**src/rtl/vecmap_intc_pkg.sv**
```systemverilog
package vecmap_intc_pkg;

  localparam int NUM_VEC = 64;
  localparam int VEC_W   = $clog2(NUM_VEC);

  localparam int KIND_NONE = 0;
  localparam int KIND_INT  = 1;
  localparam int KIND_EXT  = 2;
  localparam int KIND_PORT = 3;

  localparam logic [7:0] OFF_MASK_HI = 8'h00;
  localparam logic [7:0] OFF_MASK_LO = 8'h04;
  localparam logic [7:0] OFF_PEND_HI = 8'h08;
  localparam logic [7:0] OFF_PEND_LO = 8'h0C;
  localparam logic [7:0] OFF_SENSE   = 8'h10;
  localparam logic [7:0] OFF_VECTOR  = 8'h14;

  // 1 when vector v lives in the high word
  function automatic logic vec_in_high(int v);
    return ((v / 16) % 2) == 1;
  endfunction

  // bit position of vector v inside its word
  function automatic int vec_bit(int v);
    if (v == 0)      return 0;
    else if (v < 16) return 16 - v;
    else if (v < 19) return 18 - v;
    else if (v < 31) return 33 - v;
    else if (v == 31) return 15;
    else if (v < 48) return 63 - v;
    else             return v - 32;
  endfunction

  function automatic int src_kind(int v, int ext_lo, int ext_hi, int port_lo, int port_hi);
    if (v == 0)                        return KIND_NONE;
    else if (v >= ext_lo && v <= ext_hi)   return KIND_EXT;
    else if (v >= port_lo && v <= port_hi) return KIND_PORT;
    else                               return KIND_INT;
  endfunction

  // sense register bit of a programmable source (0 for fixed ones)
  function automatic int sense_pos(int v, int ext_lo, int ext_hi, int port_lo, int port_hi);
    if (v >= ext_lo && v <= ext_hi)        return 14 - (v - ext_lo);
    else if (v >= port_lo && v <= port_hi) return 31 - (port_hi - v);
    else                                   return 0;
  endfunction

  function automatic logic [31:0] sense_impl(int ext_lo, int ext_hi, int port_lo, int port_hi);
    logic [31:0] m;
    m = '0;
    for (int v = 0; v < NUM_VEC; v++) begin
      if (src_kind(v, ext_lo, ext_hi, port_lo, port_hi) >= KIND_EXT)
        m[sense_pos(v, ext_lo, ext_hi, port_lo, port_hi)] = 1'b1;
    end
    return m;
  endfunction

endpackage

```
**src/rtl/vecmap_src_cond.sv**
```systemverilog
module vecmap_src_cond #(
  parameter int KIND        = 1,
  parameter int SYNC_STAGES = 2
) (
  input  logic clk,
  input  logic rst_n,
  input  logic line_n,
  input  logic sense_fall,
  input  logic clr,
  output logic pend
);
  import vecmap_intc_pkg::*;

  logic [SYNC_STAGES-1:0] sync_q;
  logic prev_q;
  logic latched_q;
  logic s;
  logic fall, rise;
  logic level_mode, edge_mode, edge_hit;

  always_ff @(posedge clk or negedge rst_n) begin
    if (!rst_n) begin
      sync_q <= '1;
      prev_q <= 1'b1;
    end else begin
      sync_q <= {sync_q[SYNC_STAGES-2:0], line_n};
      prev_q <= sync_q[SYNC_STAGES-1];
    end
  end

  assign s    = sync_q[SYNC_STAGES-1];
  assign fall = prev_q & ~s;
  assign rise = ~prev_q & s;

  assign level_mode = (KIND == KIND_INT) || ((KIND == KIND_EXT) && !sense_fall);
  assign edge_mode  = ((KIND == KIND_EXT) && sense_fall) || (KIND == KIND_PORT);
  assign edge_hit   = ((KIND == KIND_EXT) && sense_fall && fall) ||
                      ((KIND == KIND_PORT) && (fall || (!sense_fall && rise)));

  always_ff @(posedge clk or negedge rst_n) begin
    if (!rst_n)          latched_q <= 1'b0;
    else if (!edge_mode) latched_q <= 1'b0;
    else if (edge_hit)   latched_q <= 1'b1;
    else if (clr)        latched_q <= 1'b0;
  end

  assign pend = (KIND == KIND_NONE) ? 1'b0 : (level_mode ? ~s : latched_q);

  // edge wins over a clear in the same cycle
  assert_edge_sets_R5: assert property (@(posedge clk) disable iff (!rst_n)
    edge_hit |=> (pend || !edge_mode));
  assert_clear_drops_R5: assert property (@(posedge clk) disable iff (!rst_n)
    (clr && !edge_hit && edge_mode) |=> (!pend || !edge_mode));
  assert_edge_hold_R8: assert property (@(posedge clk) disable iff (!rst_n)
    (edge_mode && !edge_hit && !clr) |=> ($stable(pend) || !edge_mode));

endmodule

```
**src/rtl/vecmap_regs.sv**
```systemverilog
module vecmap_regs #(
  parameter int          ADDR_W     = 8,
  parameter int          DATA_W     = 32,
  parameter int          VW         = 6,
  parameter logic [31:0] SENSE_MASK = 32'hFFFF_7F00
) (
  input  logic              clk,
  input  logic              rst_n,
  input  logic [ADDR_W-1:0] bus_addr,
  input  logic              bus_wr,
  input  logic [DATA_W-1:0] bus_wdata,
  output logic [DATA_W-1:0] bus_rdata,
  input  logic [DATA_W-1:0] pend_hi,
  input  logic [DATA_W-1:0] pend_lo,
  input  logic [VW-1:0]     vec_num,
  output logic [DATA_W-1:0] mask_hi,
  output logic [DATA_W-1:0] mask_lo,
  output logic [DATA_W-1:0] sense,
  output logic [DATA_W-1:0] clr_hi,
  output logic [DATA_W-1:0] clr_lo
);
  import vecmap_intc_pkg::*;

  logic hit_mhi, hit_mlo, hit_phi, hit_plo, hit_sns, hit_vec;

  assign hit_mhi = bus_addr == ADDR_W'(OFF_MASK_HI);
  assign hit_mlo = bus_addr == ADDR_W'(OFF_MASK_LO);
  assign hit_phi = bus_addr == ADDR_W'(OFF_PEND_HI);
  assign hit_plo = bus_addr == ADDR_W'(OFF_PEND_LO);
  assign hit_sns = bus_addr == ADDR_W'(OFF_SENSE);
  assign hit_vec = bus_addr == ADDR_W'(OFF_VECTOR);

  always_ff @(posedge clk or negedge rst_n) begin
    if (!rst_n) begin
      mask_hi <= '0;
      mask_lo <= '0;
      sense   <= '0;
    end else if (bus_wr) begin
      if (hit_mhi) mask_hi <= bus_wdata;
      if (hit_mlo) mask_lo <= bus_wdata;
      if (hit_sns) sense   <= bus_wdata & SENSE_MASK[DATA_W-1:0];
    end
  end

  assign clr_hi = (bus_wr && hit_phi) ? bus_wdata : '0;
  assign clr_lo = (bus_wr && hit_plo) ? bus_wdata : '0;

  always_comb begin
    bus_rdata = '0;
    if (hit_mhi)      bus_rdata = mask_hi;
    else if (hit_mlo) bus_rdata = mask_lo;
    else if (hit_phi) bus_rdata = pend_hi;
    else if (hit_plo) bus_rdata = pend_lo;
    else if (hit_sns) bus_rdata = sense;
    else if (hit_vec) bus_rdata = {vec_num, {(DATA_W-VW){1'b0}}};
  end

  assert_mask_write_R4: assert property (@(posedge clk) disable iff (!rst_n)
    (bus_wr && hit_mhi) |=> (mask_hi == $past(bus_wdata)));
  assert_vec_readonly_R10: assert property (@(posedge clk) disable iff (!rst_n)
    (bus_wr && hit_vec) |=> ($stable(mask_hi) && $stable(mask_lo) && $stable(sense)));

endmodule

```
**src/rtl/vecmap_prio.sv**
```systemverilog
module vecmap_prio #(
  parameter int NV = 64,
  parameter int VW = 6
) (
  input  logic          clk,
  input  logic          rst_n,
  input  logic [NV-1:0] active,
  output logic [VW-1:0] vec_num
);

  always_comb begin
    vec_num = '0;
    for (int v = NV - 1; v >= 1; v--) begin
      if (active[v]) vec_num = VW'(v);
    end
  end

  function automatic logic [NV-1:0] below(logic [VW-1:0] n);
    return (NV'(1) << n) - NV'(1);
  endfunction

  assert_vec_active_R9: assert property (@(posedge clk) disable iff (!rst_n)
    (vec_num != '0) |-> active[vec_num]);
  assert_vec_lowest_R9: assert property (@(posedge clk) disable iff (!rst_n)
    ((active & below(vec_num) & ~NV'(1)) == '0));

endmodule

```
**src/rtl/vecmap_intc.sv**
```systemverilog
module vecmap_intc #(
  parameter int ADDR_W      = 8,
  parameter int EXT_FIRST   = 19,
  parameter int EXT_LAST    = 25,
  parameter int PORT_FIRST  = 48,
  parameter int PORT_LAST   = 63,
  parameter int SYNC_STAGES = 2
) (
  input  logic              clk,
  input  logic              rst_n,
  input  logic [63:0]       src_n,
  input  logic [ADDR_W-1:0] bus_addr,
  input  logic              bus_wr,
  input  logic [31:0]       bus_wdata,
  output logic [31:0]       bus_rdata,
  output logic              irq_req
);
  import vecmap_intc_pkg::*;

  localparam logic [31:0] SENSE_MASK = sense_impl(EXT_FIRST, EXT_LAST, PORT_FIRST, PORT_LAST);

  logic [31:0] mask_hi, mask_lo, sense_q, clr_hi, clr_lo, pend_hi, pend_lo;
  logic [NUM_VEC-1:0] mask_vec, clr_vec, sense_vec, pend_vec, active;
  logic [VEC_W-1:0] vec_num;

  for (genvar v = 0; v < NUM_VEC; v++) begin : g_src
    localparam int   KND = src_kind(v, EXT_FIRST, EXT_LAST, PORT_FIRST, PORT_LAST);
    localparam logic HI  = vec_in_high(v);
    localparam int   BP  = vec_bit(v);
    localparam int   SP  = sense_pos(v, EXT_FIRST, EXT_LAST, PORT_FIRST, PORT_LAST);

    assign mask_vec[v]  = HI ? mask_hi[BP] : mask_lo[BP];
    assign clr_vec[v]   = HI ? clr_hi[BP]  : clr_lo[BP];
    assign sense_vec[v] = (KND >= KIND_EXT) ? sense_q[SP] : 1'b0;

    vecmap_src_cond #(.KIND(KND), .SYNC_STAGES(SYNC_STAGES)) u_cond (
      .clk(clk), .rst_n(rst_n), .line_n(src_n[v]),
      .sense_fall(sense_vec[v]), .clr(clr_vec[v]), .pend(pend_vec[v])
    );

    if (HI) begin : g_hi
      assign pend_hi[BP] = pend_vec[v];
    end else begin : g_lo
      assign pend_lo[BP] = pend_vec[v];
    end
  end

  assign active  = pend_vec & mask_vec;
  assign irq_req = |active;

  vecmap_prio #(.NV(NUM_VEC), .VW(VEC_W)) u_prio (
    .clk(clk), .rst_n(rst_n), .active(active), .vec_num(vec_num)
  );

  vecmap_regs #(.ADDR_W(ADDR_W), .DATA_W(32), .VW(VEC_W), .SENSE_MASK(SENSE_MASK)) u_regs (
    .clk(clk), .rst_n(rst_n), .bus_addr(bus_addr), .bus_wr(bus_wr),
    .bus_wdata(bus_wdata), .bus_rdata(bus_rdata),
    .pend_hi(pend_hi), .pend_lo(pend_lo), .vec_num(vec_num),
    .mask_hi(mask_hi), .mask_lo(mask_lo), .sense(sense_q),
    .clr_hi(clr_hi), .clr_lo(clr_lo)
  );

  // request and encoder come from separate logic; they must agree
  assert_req_matches_vec_R4: assert property (@(posedge clk) disable iff (!rst_n)
    irq_req == (vec_num != '0));
  assert_pend_lo0_R2: assert property (@(posedge clk) disable iff (!rst_n)
    !pend_lo[0]);

endmodule

```
**config.mk**
```make
export PLATFORM = sky130hd
export DESIGN_NAME = vecmap_intc
export DESIGN_NICKNAME = d
export VERILOG_FILES = /design/src/rtl/vecmap_intc_pkg.sv /design/src/rtl/vecmap_src_cond.sv /design/src/rtl/vecmap_regs.sv /design/src/rtl/vecmap_prio.sv /design/src/rtl/vecmap_intc.sv
export SDC_FILE = /design/constraint.sdc
export NUM_CORES = 1
export LEC_CHECK = 0
export BUFFER_PORTS_ARGS = -buffer_cell sky130_fd_sc_hd__buf_2
export CAP_MARGIN = 20
export CORE_ASPECT_RATIO = 2
export CORE_MARGIN = 4
export CORE_UTILIZATION = 35
export CTS_CLUSTER_DIAMETER = 30
export CTS_CLUSTER_SIZE = 28
export DETAILED_ROUTE_END_ITERATION = 8
export GPL_TIMING_DRIVEN = 0
export PLACE_DENSITY = 0.62
export SLEW_MARGIN = 10
export SYNTH_ARGS = -nofsm -noshare
export SYNTH_HDL_FRONTEND = slang
export SYNTH_HIERARCHICAL = 1
export SYNTH_SLANG_ARGS = --single-unit
```
**constraint.sdc**
```tcl
create_clock -name clk -period 3.4 [get_ports clk]
set_clock_uncertainty 0.1 [all_clocks]
set_input_delay 0.17 -clock clk [delete_from_list [all_inputs] [get_ports clk]]
set_output_delay 0.17 -clock clk [all_outputs]
set_load 0.1 [all_outputs]
```
==> results.md, run 1 <==
* Data required time of the worst path at about 3.1 ns
* Status: finished, violations left
* Initial core utilization at 0.3550
* Fraction of power consumed by sequential logic at 0.394
* Number of sinks driven by the clock tree at 259
* Gr usage total at 0.1977
* Maximum cell stage delay along the critical path at 0.54 ns
* Cell area after layout at about 0.016 sq mm
* Cell Chain, Critical Path: inv_2 > and2_4 > or4_4 > nor3_4 > o21ai_2 > a2111oi_4 > nor4_4 > mux2_4 > a32oi_2 > a21oi_2 > buf_12
* Clock period minus worst slack at 3.590 ns
* Footprint of the multi-input gates at 0.004991 sq mm
* Number of nets in the synthesized netlist at roughly 1100
* Mean area per synthesized cell at 12.19 sq um
* Global-route wire length before repair at ~55 mm
* Number of diodes added for antenna fixing at 0
* Final non-filler cell total at 1720
* TritonCTS clock tree: done
* Final WS setup at -0.1903 ns
* Worst path bufs/invs at 2
* CP max FO at 4
* Number of placed instances with taps included at 1530
* Die area at 0.03657 sq mm
* Max Clk Rate at 278.5 MHz
* Startpoint types: register
* Count of mapped cells out of synthesis at between 900 and 1000
* Portion of total power attributed to combinational logic at 0.116
* Number of buffers created by CTS at 40
* Warnings from Yosys at 6
* Kind of cell adding the most delay to the critical path: simple AND/OR/NAND/NOR gates
* Floorplan Core Area at 0.03293 sq mm
* Mapped cell area at 0.01169 sq mm
* Layout overhead on the synthesized area at 37.39%
* Slew Limit Headroom at 0.4013
* Count of port buffers added during placement at about 140
* Post-DR wirelength/cell at 21.08 microns
* Setup crit end kind: output port
* Data arrival time at the worst-slack endpoint at 3.32 ns
* Largest net degree at the start of global routing at 113
* Worst setup slack after placement at -0.3638 ns
* HPWL after detailed placement at 25.82 mm
* Max Cap Violations at 0
* Global placement routability congestion at about 0.9
* Hold crit path type: primary input to register
* Cell area power density at 534.7 mW/mm^2
* Height of the die at ~270 microns
* Fraction of power spent switching nets at 0.2634
* Clk pin slew, worst setup/hold paths at 0.06 ns
* Share of the clock period used by the worst path at 1.056
* Final antenna-violating net count at 0
* Worst-path cell with the longest stage delay: sky130_fd_sc_hd__or4_4
* Measured slew at the worst slew-check pin at 0.8981 ns
* Vias per cell at 5.064
* Gr ovfl total at 0
* Root cell of the clock tree: sky130_fd_sc_hd__clkbuf_16
* Startpoint-to-endpoint class of the critical path: register to output port
* Total net switching power at 2.263 mW
* Slew Viols, Final at 0
* Vias in the first global route at 9472
* Number of antenna violations at the first check in global routing at 0
* Peak supply drop at about 0.00037 V
* Failing checks: setup timing
* Total area of sequential cells at 0.006668 sq mm
* Final Hold Fails at 0
* Latest clock arrival within the worst-skew pair at 0.53 ns
* Commonest cells after routing, fill and taps aside: sky130_fd_sc_hd__dfstp_2 (149), sky130_fd_sc_hd__buf_2 (144), sky130_fd_sc_hd__dfrtp_1 (110)
* Internal power consumption at 6.326 mW
* Placement Cell Area at 0.01301 sq mm
* H-tree Lvls at 2
* Final setup vio count at 4
* Leading cell type in the layout, fill and taps excluded: sky130_fd_sc_hd__dfstp_2
* WL final at 36.25 mm
* Iteration count of the initial detailed-routing pass at 5
* Leakage component of the power at a little over 7 nW
* Setup TNS after final layout at -0.5269 ns
* Site Rows at 94
* Die W at 137.2 microns
* Max clock buf depth at 3
* Count of nets after finishing at 1363
* Share of power burned in the clock network at 0.490
* I/O pin count at 140
* Final-layout fill cell count at 2993
* Residual DRC count at 0
* Via count at 8710
* Setup repair after global routing missed its margin: yes
* Starting DRC count in detailed routing at 448
* Share of post-route cells with drive strength above 1 at 0.4651
[power groups by stage]
stage	Clock (mW)	Sequential [mW]	Combinational [mW]
after global routing	4.46	3.40	1.08
after detailed placement	0	3.43	0.732
after global placement	0	3.42	0.717
final	4.21	3.38	0.999
after CTS	4.31	3.38	0.955
after floorplan	0	3.40	0.437
[layout make-up]
| cell class | instances | share of cell area |
|---|---|---|
| Sequential cell | 259 | 0.4151 |
| Multi-Input combinational cell | 596 | 0.3107 |
| Timing Repair Buffer | 255 | 0.1217 |
| Clock buffer | 48 | 0.07073 |
| Tap cell | 432 | 0.03365 |
| Clock inverter | 26 | 0.01776 |
| Inverter | 67 | 0.01566 |
| Buffer | 37 | 0.01472 |
[stage by stage]
step | utilization | power, mW | hold WS [ns]
2_1_floorplan | - | 3.835 | -0.2256
3_3_place_gp | 0.3928 | 4.141 | 0.1752
3_5_place_dp | 0.3950 | 4.161 | -0.03230
4_1_cts | 0.4826 | 8.649 | 0.1459
5_1_grt | 0.4878 | 8.931 | 0.1622
6_report | 0.4878 | 8.588 | 0.1745
[final timing paths]
kind | start | depth (start not counted) | slack [ns] | endpoint
setup / recovery | g_src[43].u_cond/sync_q[1] | 11 | -0.19 | bus_rdata[27]
max in group asynchronous | rst_n | 5 | 1.27 | u_regs/mask_hi[7]
hold reg to reg | g_src[48].u_cond/sync_q[0] | 0 | 0.25 | g_src[48].u_cond/sync_q[1]
hold / removal | src_n[42] | 2 | 0.17 | g_src[42].u_cond/sync_q[0]
setup reg to reg | g_src[63].u_cond/sync_q[1] | 2 | 2.29 | g_src[63].u_cond/pend
min in group asynchronous | rst_n | 3 | 0.55 | g_src[20].u_cond/latched_q
[per-layer routing]
| metal | vias to the layer above | wire length (microns) | global-route usage |
|---|---|---|---|
| met5 | - | 0 | 0 |
| met4 | 0 | 2249 | 0.1139 |
| met3 | 95 | 1635 | 0.03037 |
| met2 | 273 | 19930 | 0.3725 |
| met1 | 4330 | 12430 | 0.2005 |
| li1 | 4012 | - | - |
[registers in the layout, summed over array words and instances (netlist names)]
name                    count
g_src.u_cond/latched_q      7
g_src.u_cond/pend          16
g_src.u_cond/prev_q        23
g_src.u_cond/sync_q       126
u_regs/mask_hi             32
u_regs/mask_lo             32
u_regs/sense               23
[timing repair]
| item | CTS | global route |
|---|---|---|
| pin swaps | 24 | 13 |
| gates resized for setup | 114 | 28 |
| buffers inserted | 10 | 8 |
| endpoints found under the hold margin | 261 | 0 |
| hold buffers | 98 | 0 |
| setup endpoints to repair | 6 | 6 |
| gates cloned | 0 | 0 |
Note: power is estimated with default switching activity, not from simulation.
==> run 2: changes to the inputs <==
Settings changed: CORE_ASPECT_RATIO 2 to 1.25, PLACE_DENSITY 0.62 to 0.64.
Clock period 3.4 ns to 3.3 ns, I/O delays scaled along.
==> run 2 against run 1 <==
  * The flow finishes with violations (hold timing, setup timing)
  * Register-to-register slack got worse by 0.12 ns
  * Sequential power rose by 3%
  * Design area rose by 2.7%
  * Critical path depth did not move
  * Worst setup slack got worse by 0.13 ns
  * Total power rose by 16%
  * Sequential cell count did not move
  * Clock power rose by 30%
  * Wire length fell by 3.4%
  * Combinational power barely moved
  * Sequential share of layout area fell by 1.1 points
  * Die area fell by 0.44%
  * Largest cell class unchanged
  * Highest routed layer unchanged
==> results.md, run 2 (synthesis results as in run 1) <==
* Initial core utilization at 0.3557 (was 0.3550)
* Origin of the critical flop-to-flop path: g_src[62].u_cond/sync_q[1] (was g_src[63].u_cond/sync_q[1])
* Iteration count of the initial detailed-routing pass at 7 (was 5)
* Global-route wire length before repair at 53.92 mm (was 54.55 mm)
* Status: finished, violations left (unchanged)
* Count of nets after finishing at 1375 (was 1363)
* TritonCTS clock tree: done (unchanged)
* Number of buffers created by CTS at 55 (was 40)
* Setup crit end kind: output port (unchanged)
* Most flop-heavy register: g_src.u_cond/sync_q (unchanged)
* Residual DRC count at 0 (unchanged)
* Commonest cells after routing, fill and taps aside: sky130_fd_sc_hd__dfstp_2 (149), sky130_fd_sc_hd__buf_2 (143), sky130_fd_sc_hd__dfrtp_1 (108) (was sky130_fd_sc_hd__dfstp_2 (149), sky130_fd_sc_hd__buf_2 (144), sky130_fd_sc_hd__dfrtp_1 (110))
* Via count at 8879 (was 8710)
* Total area of sequential cells at 0.006670 sq mm (was 0.006668 sq mm)
* Gr usage total at 0.1911 (was 0.1977)
* Slew Viols, Final at 0 (unchanged)
* Post-route worst hold slack at -0.006998 ns (was 0.1745 ns)
* I/O pin count at 140 (unchanged)
* Cell area power density at 605.6 mW/mm^2 (was 534.7 mW/mm^2)
* Final setup vio count at 6 (was 4)
* WL final at 35.04 mm (was 36.25 mm)
* Top flop regs: g_src.u_cond/sync_q x126, u_regs/mask_hi x32, u_regs/mask_lo x32 (unchanged)
* Flip-flop count of the largest register, all copies and words added at 126 (unchanged)
* Final WS setup at -0.3198 ns (was -0.1903 ns)
* Final-layout fill cell count at 2844 (was 2993)
* Number of antenna violations at the first check in global routing at 1 (was 0)
* Total chip power at 9.996 mW (was 8.588 mW)
* Max Cap Violations at 0 (unchanged)
* Measured slew at the worst slew-check pin at 1.099 ns (was 0.8981 ns)
* Latest clock arrival within the worst-skew pair at 0.57 ns (was 0.53 ns)
* Post-DR wirelength/cell at 20.22 microns (was 21.08 microns)
* Hold crit path type: primary input to async pin (was primary input to register)
* Leakage component of the power at 7.448 nW (was 7.213 nW)
* HPWL after detailed placement at 23.60 mm (was 25.82 mm)
* Final non-filler cell total at 1733 (was 1720)
* Starting DRC count in detailed routing at 623 (was 448)
* Number of placed instances with taps included at 1515 (was 1530)
* CP max FO at 5 (was 4)
* Final antenna-violating net count at 0 (unchanged)
* Floorplan Core Area at 0.03287 sq mm (was 0.03293 sq mm)
* Layout overhead on the synthesized area at 41.17% (was 37.39%)
* Clk pin slew, worst setup/hold paths at 0.05 ns (was 0.06 ns)
* Data required time of the worst path at 3.03 ns (was 3.13 ns)
* Crit. Startpoint: u_regs/sense[8] (was g_src[43].u_cond/sync_q[1])
* Footprint of the multi-input gates at 0.004999 sq mm (was 0.004991 sq mm)
* Leading cell type in the layout, fill and taps excluded: sky130_fd_sc_hd__dfstp_2 (unchanged)
* Setup repair after global routing missed its margin: yes (unchanged)
* Final Hold Fails at 3 (was 0)
* Startpoint-to-endpoint class of the critical path: register to output port (unchanged)
* Max Clk Rate at between 200 and 300 MHz
* Share of post-route cells with drive strength above 1 at 0.4802 (was 0.4651)
* Peak supply drop at 0.0003571 V (was 0.0003739 V)
* Max clock buf depth at 3 (unchanged)
* Gr ovfl total at 0 (unchanged)
* Site Rows at 74 (was 94)
* H-tree Lvls at 2 (unchanged)
* Die W at 171.5 microns (was 137.2 microns)
* Slew Limit Headroom at 0.2619 (was 0.4013)
* Die area at 0.03641 sq mm (was 0.03657 sq mm)
* Failing checks: hold timing, setup timing (was setup timing)
* Count of port buffers added during placement at 136 (unchanged)
* Data arrival time at the worst-slack endpoint at 3.35 ns (was 3.32 ns)
* Vias per cell at 5.123 (was 5.064)
* Height of the die at 212.3 microns (was 266.5 microns)
* Startpoint types: register (unchanged)
* Largest net degree at the start of global routing at 115 (was 113)
* Global placement routability congestion at 0.9338 (was 0.8993)
* Vias in the first global route at 9437 (was 9472)
* Root cell of the clock tree: sky130_fd_sc_hd__clkbuf_16 (unchanged)
* Share of the clock period used by the worst path at 1.097
* Clock period minus worst slack at approximately 3.6 ns
* Number of sinks driven by the clock tree at 259 (unchanged)
run 2: changes by cell type in the layout (fill, tap and decap cells not counted), moves of 3 or more:
cell                        previous run  this run
sky130_fd_sc_hd__and2_4               20        27
sky130_fd_sc_hd__and2_1               67        62
sky130_fd_sc_hd__o21ai_4               0         3
sky130_fd_sc_hd__bufinv_16             1         4
sky130_fd_sc_hd__inv_6                 2        13
sky130_fd_sc_hd__inv_8                 8         4
sky130_fd_sc_hd__o21ai_2               5         1
sky130_fd_sc_hd__clkinv_2              0         5
sky130_fd_sc_hd__clkbuf_16            44        56
run 2: worst paths after layout:
path | end | slack [ns] | depth (start not counted)
setup reg to reg | g_src[62].u_cond/pend | 2.17 | 2
hold / removal | g_src[48].u_cond/pend | -0.007 | 2
setup / recovery | bus_rdata[29] | -0.32 | 11
min in group clk | u_regs/mask_lo[0] | 0.07 | 3
hold reg to reg | g_src[14].u_cond/sync_q[1] | 0.24 | 0
max in group asynchronous | g_src[63].u_cond/pend | 2.17 | 3
run 2: through the flow:
stage / setup TNS, ns / worst slack [ns] / hold WS, ns / cell area [sq um] / utilization
after floorplan: 0 / 0.04791 / -0.2306 / 11710 / -
after global placement: -432.70 / -2.608 / 0.1703 / 12920 / 0.3930
after detailed placement: -0.9276 / -0.4742 / 0.005095 / 12980 / 0.3950
after CTS: -1.546 / -0.3605 / 0.002265 / 16320 / 0.4965
after global routing: -2.095 / -0.4226 / 0.02596 / 16500 / 0.5021
final: -1.504 / -0.3198 / -0.006998 / 16500 / 0.5021
run 2: worst max-delay path, stage by stage, from the launching register on:
cell                       delay [ns]
sky130_fd_sc_hd__dfrtp_2         0.44
sky130_fd_sc_hd__nand2_1         0.13
sky130_fd_sc_hd__o21ai_4         0.08
sky130_fd_sc_hd__and2_4          0.18
sky130_fd_sc_hd__or4_4           0.56
sky130_fd_sc_hd__nand2b_4        0.19
sky130_fd_sc_hd__o31ai_2         0.22
sky130_fd_sc_hd__a21boi_0        0.15
sky130_fd_sc_hd__mux2_2          0.30
sky130_fd_sc_hd__a32oi_2         0.23
sky130_fd_sc_hd__a21oi_2         0.08
sky130_fd_sc_hd__buf_8           0.21
run 2: what timing repair did:
item,in CTS,in global routing
buffers inserted,13,5
endpoints found under the setup margin,7,7
resized for setup,111,38
hold buffers,96,0
endpoints found under the hold margin,301,0
pin swaps,25,16
run 2: where the power goes:
group	switching, mW	internal, mW	total, mW
sequential	0.0903	3.40	3.49
combinational	0.533	0.487	1.02
clock	1.93	3.56	5.48
total	2.55	7.45	10.0
run 2: cell type report:
type	instances	share of cell area
well taps	418	0.03169
clock inverters	41	0.02638
diodes	1	0.0001516
repair buffers	252	0.1171
clock buffers	62	0.08809
inverters	67	0.01524
plain buffers	37	0.01433
multi-input cells	596	0.3029
flip-flops and latches	259	0.4041
run 2: layer usage:
layer | track usage | vias to the layer above | routed length [microns]
li1 | - | 4044 | -
met1 | 0.2324 | 4465 | 14360
met2 | 0.3268 | 289 | 17460
met3 | 0.03813 | 81 | 1858
met4 | 0.08609 | 0 | 1353
met5 | 0 | - | 0
==> run 3: changes to the inputs <==
Settings changed: CORE_MARGIN 4 to default, CORE_UTILIZATION 35 to 30, PLACE_DENSITY 0.64 to 0.58.
==> run 3 against run 2 <==
  * Design area is 1.1% higher
  * The run ends with setup timing left
  * Highest routed layer is now met5
  * Critical path depth stayed put
  * Clock power is 6.8% higher
==> results.md, run 3 (synthesis results as in run 1) <==
* Number of cells on the worst hold path at 4
* Capture instance of the worst register-to-register path: g_src[58].u_cond/pend (was g_src[62].u_cond/pend)
* Startpoint types: register (unchanged)
* WL final at 34.85 mm (was 35.04 mm)
* Origin of the critical flop-to-flop path: g_src[58].u_cond/sync_q[1] (was g_src[62].u_cond/sync_q[1])
* Flip-flop count of the largest register, all copies and words added at 126 (unchanged)
* Leakage component of the power at 7.475 nW (was 7.448 nW)
* Gr usage total at 0.1780 (was 0.1911)
* Final WS setup at -0.3587 ns (was -0.3198 ns)
* Residual DRC count at 0 (unchanged)
* Initial core utilization at 0.3050 (was 0.3557)
* Leading cell type in the layout, fill and taps excluded: sky130_fd_sc_hd__dfstp_2 (unchanged)
* Setup crit end kind: output port (unchanged)
* Via count at 8727 (was 8879)
* Utilization after layout at 0.4352 (was 0.5021)
* Number of buffers created by CTS at 57 (was 55)
* Vias per cell at 4.835 (was 5.123)
* Final antenna-violating net count at 0 (unchanged)
* Max Clk Rate at 273.3 MHz (was 276.3 MHz)
* Largest net degree at the start of global routing at 104 (was 115)
* Site Rows at 80 (was 74)
* Most flop-heavy register: g_src.u_cond/sync_q (unchanged)
* Layout overhead on the synthesized area at 42.72% (was 41.17%)
* Top flop regs: g_src.u_cond/sync_q x126, u_regs/mask_hi x32, u_regs/mask_lo x32 (unchanged)
* CP max FO at 5 (unchanged)
* Highest-utilization routing layer at the global route stage: met2 (unchanged)
* Number of diodes added for antenna fixing at 0 (was 1)
* Commonest cells after routing, fill and taps aside: sky130_fd_sc_hd__dfstp_2 (149), sky130_fd_sc_hd__buf_2 (143), sky130_fd_sc_hd__dfrtp_1 (110) (was sky130_fd_sc_hd__dfstp_2 (149), sky130_fd_sc_hd__buf_2 (143), sky130_fd_sc_hd__dfrtp_1 (108))
* Data arrival time at the worst-slack endpoint at 3.39 ns (was 3.35 ns)
* Global placement routability congestion at 0.8968 (was 0.9338)
* Share of post-route cells with drive strength above 1 at 0.4768 (was 0.4802)
* Clk pin slew, worst setup/hold paths at 0.05 ns (about the same)
* Height of the die at 222.7 microns (was 212.3 microns)
* Slew Limit Headroom at 0.2167 (was 0.2619)
* Root cell of the clock tree: sky130_fd_sc_hd__clkbuf_16 (unchanged)
* TritonCTS clock tree: done (unchanged)
* Slew Viols, Final at 0 (unchanged)
* Worst-case hold path end point: u_regs/mask_lo[31]
* Starting DRC count in detailed routing at 474 (was 623)
* Number of antenna violations at the first check in global routing at 2 (was 1)
* Count of nets after finishing at 1371 (was 1375)
* Post-DR wirelength/cell at 19.31 microns (was 20.22 microns)
* Data required time of the worst path at 3.03 ns (about the same)
* Reg2reg setup slack at 2.21 ns (was 2.17 ns)
* Final-layout fill cell count at 3591 (was 2844)
* Clock period minus worst slack at 3.659 ns (was 3.620 ns)
* Final Hold Fails at 0 (was 3)
* Gr ovfl total at 0 (unchanged)
* Final setup vio count at 6 (unchanged)
* Global routing met1 resource utilization at 0.2215 (was 0.2324)
* Die area at 0.03977 sq mm (was 0.03641 sq mm)
* HP Start: bus_addr[1]
* I/O pin count at 140 (unchanged)
* Met2 routing resource usage after global routing at 0.3011 (was 0.3268)
* Latest clock arrival within the worst-skew pair at 0.57 ns (about the same)
* Peak supply drop at 0.0003928 V (was 0.0003571 V)
* Startpoint-to-endpoint class of the critical path: register to output port (unchanged)
* Hold crit path type: primary input to register (was primary input to async pin)
* Measured slew at the worst slew-check pin at 1.166 ns (was 1.099 ns)
* Iteration count of the initial detailed-routing pass at 5 (was 7)
* Count of cells along the worst register-to-register path at 2 (unchanged)
* Global-route wire length before repair at 53.56 mm (was 53.92 mm)
* Cell area power density at 622.2 mW/mm^2 (was 605.6 mW/mm^2)
* Setup repair after global routing missed its margin: yes (unchanged)
* Met3 track demand over resource at 0.03097 (was 0.03813)
* Floorplan Core Area at 0.03834 sq mm (was 0.03287 sq mm)
* Share of the clock period used by the worst path at 1.109 (was 1.097)
* HPWL after detailed placement at 24.37 mm (was 23.60 mm)
* Cell area after layout at 0.01669 sq mm (was 0.01650 sq mm)
* Die W at 178.6 microns (was 171.5 microns)
* Max Cap Violations at 0 (unchanged)
* Status: finished, violations left (unchanged)
* Count of port buffers added during placement at 136 (unchanged)
* Max clock buf depth at 3 (unchanged)
* Failing checks: setup timing (was hold timing, setup timing)
* Vias in the first global route at 9206 (was 9437)
* Number of sinks driven by the clock tree at 259 (unchanged)
* Placement Cell Area at 0.01308 sq mm (was 0.01298 sq mm)
* H-tree Lvls at 2 (unchanged)
-- run 3: through the flow --
stage / hold WS (ns) / total power, mW / setup slack (ns) / TNS [ns] / instances
5_1_grt: 0.1099 / 10.76 / -0.4255 / -2.071 / 1805
2_1_floorplan: -0.2306 / 3.951 / 0.04791 / 0 / 959
3_3_place_gp: 0.1702 / 4.269 / -2.672 / -446.40 / 1587
3_5_place_dp: 0.1060 / 4.287 / -0.6003 / -0.9462 / 1589
4_1_cts: 0.06271 / 10.43 / -0.3991 / -1.705 / 1801
6_report: 0.07650 / 10.38 / -0.3587 / -1.618 / 1805
-- run 3: layout make-up --
type	count	area, sq um	share of cell area
Tap cell	492	615.6	0.03689
Clock buffer	68	1529	0.09163
Inverter	67	251.5	0.01507
Clock inverter	40	490.5	0.02939
Timing Repair Buffer	246	1897	0.1137
Sequential cell	259	6668	0.3996
Buffer	37	236.5	0.01417
Multi-Input combinational cell	596	4999	0.2996
-- run 3: critical path: stages (launching register included) --
cell,delay [ns]
sky130_fd_sc_hd__dfstp_2,0.51
sky130_fd_sc_hd__inv_1,0.05
sky130_fd_sc_hd__and2_4,0.16
sky130_fd_sc_hd__or4_4,0.54
sky130_fd_sc_hd__nor3_2,0.17
sky130_fd_sc_hd__o21ai_2,0.11
sky130_fd_sc_hd__a2111oi_4,0.39
sky130_fd_sc_hd__nor4_4,0.10
sky130_fd_sc_hd__mux2_4,0.29
sky130_fd_sc_hd__a32oi_2,0.20
sky130_fd_sc_hd__a21oi_2,0.08
sky130_fd_sc_hd__buf_12,0.20
-- run 3: worst max path at each step --
stage	start	slack (ns)	to	depth (start not counted)
floorplan	g_src[11].u_cond/sync_q[1]	0.05	bus_rdata[31]	10
global placement	rst_n	-2.67	g_src[62].u_cond/pend	1
detailed placement	g_src[13].u_cond/sync_q[1]	-0.60	bus_rdata[27]	11
CTS	g_src[36].u_cond/sync_q[1]	-0.40	bus_rdata[26]	10
global route	g_src[47].u_cond/sync_q[1]	-0.43	bus_rdata[27]	11
finish	g_src[47].u_cond/sync_q[1]	-0.36	bus_rdata[27]	11
-- run 3: routing by layer --
layer  vias up  share of wire
li1       4049              -
met1      4325           0.42
met2       270           0.50
met3        81          0.048
met4         2          0.035
met5         -        0.00026
-- run 3: power by group --
| group | internal, mW | leakage (nW) | switching (mW) | total, mW |
|---|---|---|---|---|
| combinational | 0.491 | 3.49 | 0.549 | 1.04 |
| sequential | 3.40 | 3.00 | 0.0891 | 3.49 |
| clock | 3.96 | 0.976 | 1.89 | 5.85 |
-- run 3: repair_timing --
action,CTS,global route
gates resized for setup,106,40
setup endpoints to repair,6,7
endpoints found under the hold margin,256,0
hold buffers,97,0
setup buffers,7,4
pin swaps,20,14
